==> config.mk <==
export PLATFORM = sky130hd
export DESIGN_NAME = spike_geom_features
export DESIGN_NICKNAME = d
export VERILOG_FILES = /design/src/rtl/sfe_pkg.sv /design/src/rtl/sfe_control.sv /design/src/rtl/sfe_datapath.sv /design/src/rtl/spike_geom_features.sv
export SDC_FILE = /design/constraint.sdc
export NUM_CORES = 1
export LEC_CHECK = 0
export CORE_UTILIZATION = 61
export CTS_BUF_LIST = sky130_fd_sc_hd__clkbuf_4 sky130_fd_sc_hd__clkbuf_8
export DETAILED_ROUTE_END_ITERATION = 6
export GPL_TIMING_DRIVEN = 0
export HOLD_SLACK_MARGIN = 0.06
export PLACE_DENSITY = 0.83
export SETUP_SLACK_MARGIN = 0.2
export SLEW_MARGIN = 20
export SYNTH_ARGS = -nofsm -noshare
export SYNTH_HDL_FRONTEND = slang
export SYNTH_SLANG_ARGS = --single-unit
==> constraint.sdc <==
create_clock -name clk -period 4.8 [get_ports clk]
set_clock_uncertainty 0.2 [all_clocks]
set_input_delay 0.72 -clock clk [delete_from_list [all_inputs] [get_ports clk]]
set_output_delay 0.72 -clock clk [all_outputs]
set_load 0.02 [all_outputs]
==> src/rtl/sfe_pkg.sv <==
package sfe_pkg;
  // Strobes from window control to the feature datapath
  typedef struct packed {
    logic load;    // accept first sample of a window
    logic update;  // accept a following sample
    logic close;   // accepted sample is the last of the window
  } sfeCtrl_t;
endpackage

==> src/rtl/sfe_control.sv <==
module sfe_control
  import sfe_pkg::*;
(
  input  logic     clk,
  input  logic     rstN,
  input  logic     sampleValid,
  input  logic     winStart,
  input  logic     winEnd,
  output sfeCtrl_t ctrl
);
  logic inWin;
  logic takeFirst, takeNext;

  assign takeFirst = sampleValid && winStart;
  assign takeNext  = sampleValid && inWin && !winStart;

  always_comb begin
    ctrl.load   = takeFirst;
    ctrl.update = takeNext;
    ctrl.close  = (takeFirst || takeNext) && winEnd;
  end

  always_ff @(posedge clk or negedge rstN) begin
    if (!rstN)             inWin <= 1'b0;
    else if (ctrl.close)   inWin <= 1'b0;
    else if (takeFirst)    inWin <= 1'b1;
  end

  // A window opens only through a start-marked sample
  p_open_by_start_r5: assert property (@(posedge clk) disable iff (!rstN)
    $rose(inWin) |-> $past(sampleValid && winStart));

  // Load and update never fire together
  p_one_accept_r7: assert property (@(posedge clk) disable iff (!rstN)
    !(ctrl.load && ctrl.update));
endmodule

==> src/rtl/sfe_datapath.sv <==
module sfe_datapath
  import sfe_pkg::*;
#(
  parameter int SAMPLE_W    = 12,
  parameter int MAX_SAMPLES = 64,
  localparam int DW = SAMPLE_W + 1,
  localparam int AW = SAMPLE_W + $clog2(MAX_SAMPLES)
) (
  input  logic                       clk,
  input  logic                       rstN,
  input  sfeCtrl_t                   ctrl,
  input  logic signed [SAMPLE_W-1:0] x,
  output logic                       featValid,
  output logic        [DW-1:0]       featP2V,
  output logic signed [DW-1:0]       featSlope,
  output logic signed [AW-1:0]       featArea
);
  localparam logic signed [DW-1:0] SLOPE_FLOOR = {1'b1, {SAMPLE_W{1'b0}}};

  logic signed [SAMPLE_W-1:0] maxV, minV, prevV, nMax, nMin, nPrev;
  logic signed [DW-1:0]       slopeV, nSlope, diff;
  logic signed [AW-1:0]       areaV, nArea, xWide;
  logic                       halfOpen, nHalf, refSign, nRef;

  assign diff  = {x[SAMPLE_W-1], x} - {prevV[SAMPLE_W-1], prevV};
  assign xWide = {{(AW-SAMPLE_W){x[SAMPLE_W-1]}}, x};

  always_comb begin
    nMax = maxV; nMin = minV; nPrev = prevV; nSlope = slopeV;
    nArea = areaV; nHalf = halfOpen; nRef = refSign;
    if (ctrl.load) begin
      nMax = x; nMin = x; nPrev = x; nSlope = SLOPE_FLOOR;
      nArea = xWide; nHalf = 1'b1; nRef = x[SAMPLE_W-1];
    end else if (ctrl.update) begin
      if (x > maxV)      nMax = x;
      if (x < minV)      nMin = x;
      if (diff > slopeV) nSlope = diff;
      nPrev = x;
      if (halfOpen) begin
        if (x[SAMPLE_W-1] != refSign) nHalf = 1'b0;
        else                          nArea = areaV + xWide;
      end
    end
  end

  always_ff @(posedge clk or negedge rstN) begin
    if (!rstN) begin
      maxV <= '0; minV <= '0; prevV <= '0; slopeV <= SLOPE_FLOOR;
      areaV <= '0; halfOpen <= 1'b0; refSign <= 1'b0;
    end else begin
      maxV <= nMax; minV <= nMin; prevV <= nPrev; slopeV <= nSlope;
      areaV <= nArea; halfOpen <= nHalf; refSign <= nRef;
    end
  end

  always_ff @(posedge clk or negedge rstN) begin
    if (!rstN) begin
      featValid <= 1'b0; featP2V <= '0; featSlope <= '0; featArea <= '0;
    end else begin
      featValid <= ctrl.close;
      if (ctrl.close) begin
        featP2V   <= {nMax[SAMPLE_W-1], nMax} - {nMin[SAMPLE_W-1], nMin};
        featSlope <= nSlope;
        featArea  <= nArea;
      end
    end
  end

  // Amplitude cannot exceed the full sample span
  p_p2v_span_r1: assert property (@(posedge clk) disable iff (!rstN)
    featValid |-> featP2V < DW'(1 << SAMPLE_W));

  // A single step can never rise more than the whole amplitude
  p_slope_bound_r2: assert property (@(posedge clk) disable iff (!rstN)
    featValid |-> $signed({featSlope[DW-1], featSlope}) <= $signed({1'b0, featP2V}));

  // Area keeps the sign of the first sample: no overflow
  p_no_overflow_r3: assert property (@(posedge clk) disable iff (!rstN)
    featValid |-> (featArea[AW-1] == refSign) || (featArea == '0));
endmodule

==> src/rtl/spike_geom_features.sv <==
module spike_geom_features
  import sfe_pkg::*;
#(
  parameter int SAMPLE_W    = 12,
  parameter int MAX_SAMPLES = 64,
  localparam int DW = SAMPLE_W + 1,
  localparam int AW = SAMPLE_W + $clog2(MAX_SAMPLES)
) (
  input  logic                       clk,
  input  logic                       rstN,
  input  logic                       sampleValid,
  input  logic signed [SAMPLE_W-1:0] sampleData,
  input  logic                       winStart,
  input  logic                       winEnd,
  output logic                       featValid,
  output logic        [DW-1:0]       featP2V,
  output logic signed [DW-1:0]       featSlope,
  output logic signed [AW-1:0]       featArea
);
  sfeCtrl_t ctrl;

  sfe_control u_ctrl (
    .clk(clk), .rstN(rstN), .sampleValid(sampleValid),
    .winStart(winStart), .winEnd(winEnd), .ctrl(ctrl)
  );

  sfe_datapath #(.SAMPLE_W(SAMPLE_W), .MAX_SAMPLES(MAX_SAMPLES)) u_dp (
    .clk(clk), .rstN(rstN), .ctrl(ctrl), .x(sampleData),
    .featValid(featValid), .featP2V(featP2V),
    .featSlope(featSlope), .featArea(featArea)
  );

  // Strobe only follows an accepted end sample
  p_valid_after_end_r4: assert property (@(posedge clk) disable iff (!rstN)
    featValid |-> $past(sampleValid && winEnd));
endmodule

==> results summary <==
The run finished, with violations left. The final reports fail on DRC. The longest clock path from root to sink contains 2 buffers.

The maximum resistive drop on vdd came out at 461 uV. The starting density of the core came out at ~64%. The share of power burned in registers came out at a little over a quarter. The remaining antenna violation count is 0. The critical path required time is approximately 5000 ps. Combinational cells account for a little under three fifths of the total power.

Counting cells, the worst reg-to-reg path comes to 19. The slew at the pin closest to its max-slew limit is about 800 ps. The half-perimeter wire length after placement came out at around 14,000 um. After floorplanning, the core was divided into 39 placement rows.

The worst setup path is captured at a flip-flop. The startpoint identified for the worst hold timing path is u_dp.featArea[12]. The library cell used most frequently in the layout, excluding fill and tap cells, is dfrtp_1. After detailed routing, the number of remaining DRC violations is 2. The synthesized design contains 0 enable-type register cells.

The net count of the finished layout is between 1,000 and 1,500. In the final layout, the share of cells above drive strength 1 is a little under a fifth. A synthesized cell averages 9.01 um^2.

Setup repair after global routing could not meet its margin everywhere. The worst setup path is launched from a primary input. The power after layout came out at 5.41 mW.

The worst hold endpoint is u_dp.featArea[12]. TritonCTS built the clock tree. In this run the clock root is driven by a clkbuf_8. The internal power of the cells totals around 3.2 mW. The worst register-to-register path begins at u_dp.prevV[1].

The number of filler cells placed in the layout is 781. The number of CTS-inserted buffers is 17. The area of all placed cells without fillers came out at roughly 9000 um^2. The number of instances in the synthesized netlist came out at 824. The antenna diode instance count came out at 0. The number of storage elements in the synthesis netlist is between 100 and 150.

The reg2reg setup slack is roughly 230 ps. The first-iteration detailed-routing DRC count came out at about 500. The max-slew violation count is 0. In the synthesized netlist the async set-or-reset flop fraction comes to 100%. Global routing finished with a remaining overflow of 0. The leakage power summed over all cells came out at around 4.3 nW.

The final wirelength came out at approximately 22,000 um. After detailed routing, the number of vias per cell comes to around 6.3. The post-route core utilization came out at ~80%. In the layout the commonest cells are 114 x dfrtp_1, 83 x nand2_1, 83 x nor2_1. The share of total power consumed by net switching is around two fifths. The power density of the placed cells is about 600 nW/um^2. Across the run, the number of max-cap violations was 0. The share of total power in the clock network is 18.1%.

The average wire per standard cell came out at ~20 um. In this run the worst setup path begins at sampleData[1]. Headroom to the max-slew limit came out at roughly 46%.

Measured along the x axis, the die boundary spans around 110 um. The most used flip-flop cell after synthesis is dfrtp_1. The number of hold violations in the final report came out at 0. The net switching power is approximately 2.3 mW.

The floorplan die area is about 13,000 um^2. The number of nets in the synthesized netlist is 919. For this design the top-level I/O count stands at between 60 and 70. Summing the sequential cell areas from Yosys gives between 30% and 40% of the chip area. Routability-driven placement finished with a final weighted congestion of 0.903. The reg-to-reg critical path endpoint is u_dp.featSlope[9]. The count of input and output buffers came out at about 60. For the worst-skew pair, the clock arrives at the later sink with an insertion delay of around 460 ps. The all-layer global routing usage came out at roughly a third. The number of setup violations in the final report is 0.

The largest fanout on the critical path came out at 8. Detailed routing inserted a total of 6,866 vias. The final critical delay including setup and external delays is 4630 ps. The area growth from synthesis to final layout came out at 25.0%. The maximum number of pins on one net before global-route repair is 66. The total instance count after detailed placement is between 1,000 and 1,500. The total number of yosys warnings came out at 0. The class of the most critical setup path is in -> reg. The initial antenna violation count came out at 0. After floorplanning, the core was sized to cover 11,600 um^2. The vertical die dimension came out at around 110 um. Clock-pin slew was measured on the worst setup and hold paths at roughly 60 ps. The number of distinct library cells after synthesis is 70.

The via count of the first global-routing pass is between 6,000 and 7,000. The H-tree was split into 4 levels. The placement-stage cell area is 8250 um^2. The ratio of final minimum period to clock period is 96.4%. The total standard cell area after synthesis came out at 7420 um^2.

The clock sink count came out at approximately 120. The top achievable clock speed came out at ~0.22 GHz. The worst hold path passes through 2 cells.

The wire length of the first global-routing pass came out at approximately 32,000 um. The type of the most critical hold path is reg -> reg. The first-pass detailed-route iteration total is 7. For the worst setup path, the data arrival time is approximately 4800 ps. The number of standard cells in the final layout excluding fillers is 1,092.
-- routing by layer --
layer / share of wire, % / up-vias / GRT usage [%]
li1: - / 3140 / -
met1: 42 / 3300 / 44.2
met2: 46 / 328 / 53.2
met3: 6.8 / 98 / 6.10
met4: 5.3 / 0 / 18.1
met5: 0 / - / 0
-- Yosys cell counts, drive strengths merged (10+ instances only) --
cell      n  area [um^2]
inv      82          308
a31oi    11         68.8
dfrtp   114         2850
a21o     12         90.1
nor3     15         75.1
o31ai    18          135
nor2b    10         62.6
clkbuf   22         82.6
xnor2    18          158
mux2     19          214
o21ai    53          280
nor2     86          323
nand3    11         55.1
nand2    85          322
ha       75          938
a21oi    49          245
-- logic make-up after synthesis --
| kind of cell | count (synthesis) | share of synthesized area, % |
|---|---|---|
| and+or+nand+nor | 248 | 14.9 |
| muxes | 27 | 3.96 |
| adders and majority gates | 80 | 13.7 |
| xor gates and xnor gates | 27 | 3.19 |
| DFF | 115 | 38.8 |
| AOI/OAI and AO/OA | 218 | 19.9 |
| buffers and inverters | 109 | 5.51 |
-- state kept, by name, indices dropped and copies added, names as in the netlist, named ones only --
name / count
u_dp.maxV: 10
u_dp.featValid: 1
u_ctrl.inWin: 1
u_dp.prevV: 12
u_dp.featArea: 18
u_dp.minV: 12
u_dp.slopeV: 13
u_dp.featP2V: 13
u_dp.refSign: 1
u_dp.halfOpen: 1
u_dp.areaV: 18
u_dp.featSlope: 13
-- worst max-delay path by stage --
stage / cells after the start / slack (ps) / to
4_1_cts: 20 / 160 / u_dp.featP2V[11]
3_5_place_dp: 19 / -1430 / u_dp.featP2V[11]
6_report: 19 / 170 / u_dp.featSlope[9]
5_1_grt: 21 / -4 / u_dp.featP2V[9]
3_3_place_gp: 1 / -1600 / u_dp.minV[2]
2_1_floorplan: 21 / 220 / u_dp.featSlope[12]
-- stage by stage --
stage / hold WS, ps / setup TNS [ps] / setup WS [ps]
2_1_floorplan: 224 / 0 / 215
3_3_place_gp: 259 / -216620 / -1600
3_5_place_dp: 265 / -37990 / -1430
4_1_cts: 279 / 0 / 158
5_1_grt: 309 / -3.97 / -3.97
6_report: 276 / 0 / 175
-- what timing repair did --
item,4_1_cts,5_1_grt
endpoints found under the hold margin,50,0
endpoints found under the setup margin,36,34
gates cloned,3,0
resized for setup,83,76
hold buffers,1,0
pin swaps,12,22
setup buffers,18,9
-- power by group through the flow --
stage / sequential [mW] / combinational [mW] / clock, mW
floorplan: 1.56 / 1.62 / 0
global placement: 1.40 / 2.41 / 0
detailed placement: 1.42 / 2.51 / 0
CTS: 1.40 / 2.72 / 0.985
global route: 1.44 / 3.27 / 1.02
finish: 1.41 / 3.03 / 0.978
-- critical path: stages --
cell       delay (ps)
buf_2             240
ha_1              270
nor2b_1           130
o21ai_0           270
a21boi_0          200
o21ai_1           250
a21boi_2          110
o2111ai_1         320
a31oi_1           180
xor2_1            340
ha_1              230
nor2_1             60
nand2_2           100
o221ai_1          140
a211o_1           380
a31oi_4           330
buf_6             200
a21oi_2            80
o31ai_1           250
-- layout make-up --
cell class / count / area (um^2) / area share, %
clock buffer: 23 / 304 / 3.28
timing repair buffer: 92 / 843 / 9.09
tap: 143 / 179 / 1.93
sequential: 115 / 2880 / 31.0
inverter: 82 / 310 / 3.35
multi-input combinational: 601 / 4470 / 48.2
clock inverter: 9 / 126 / 1.36
buffer: 27 / 158 / 1.70
No activity file was read; power rests on OpenSTA's default activity.
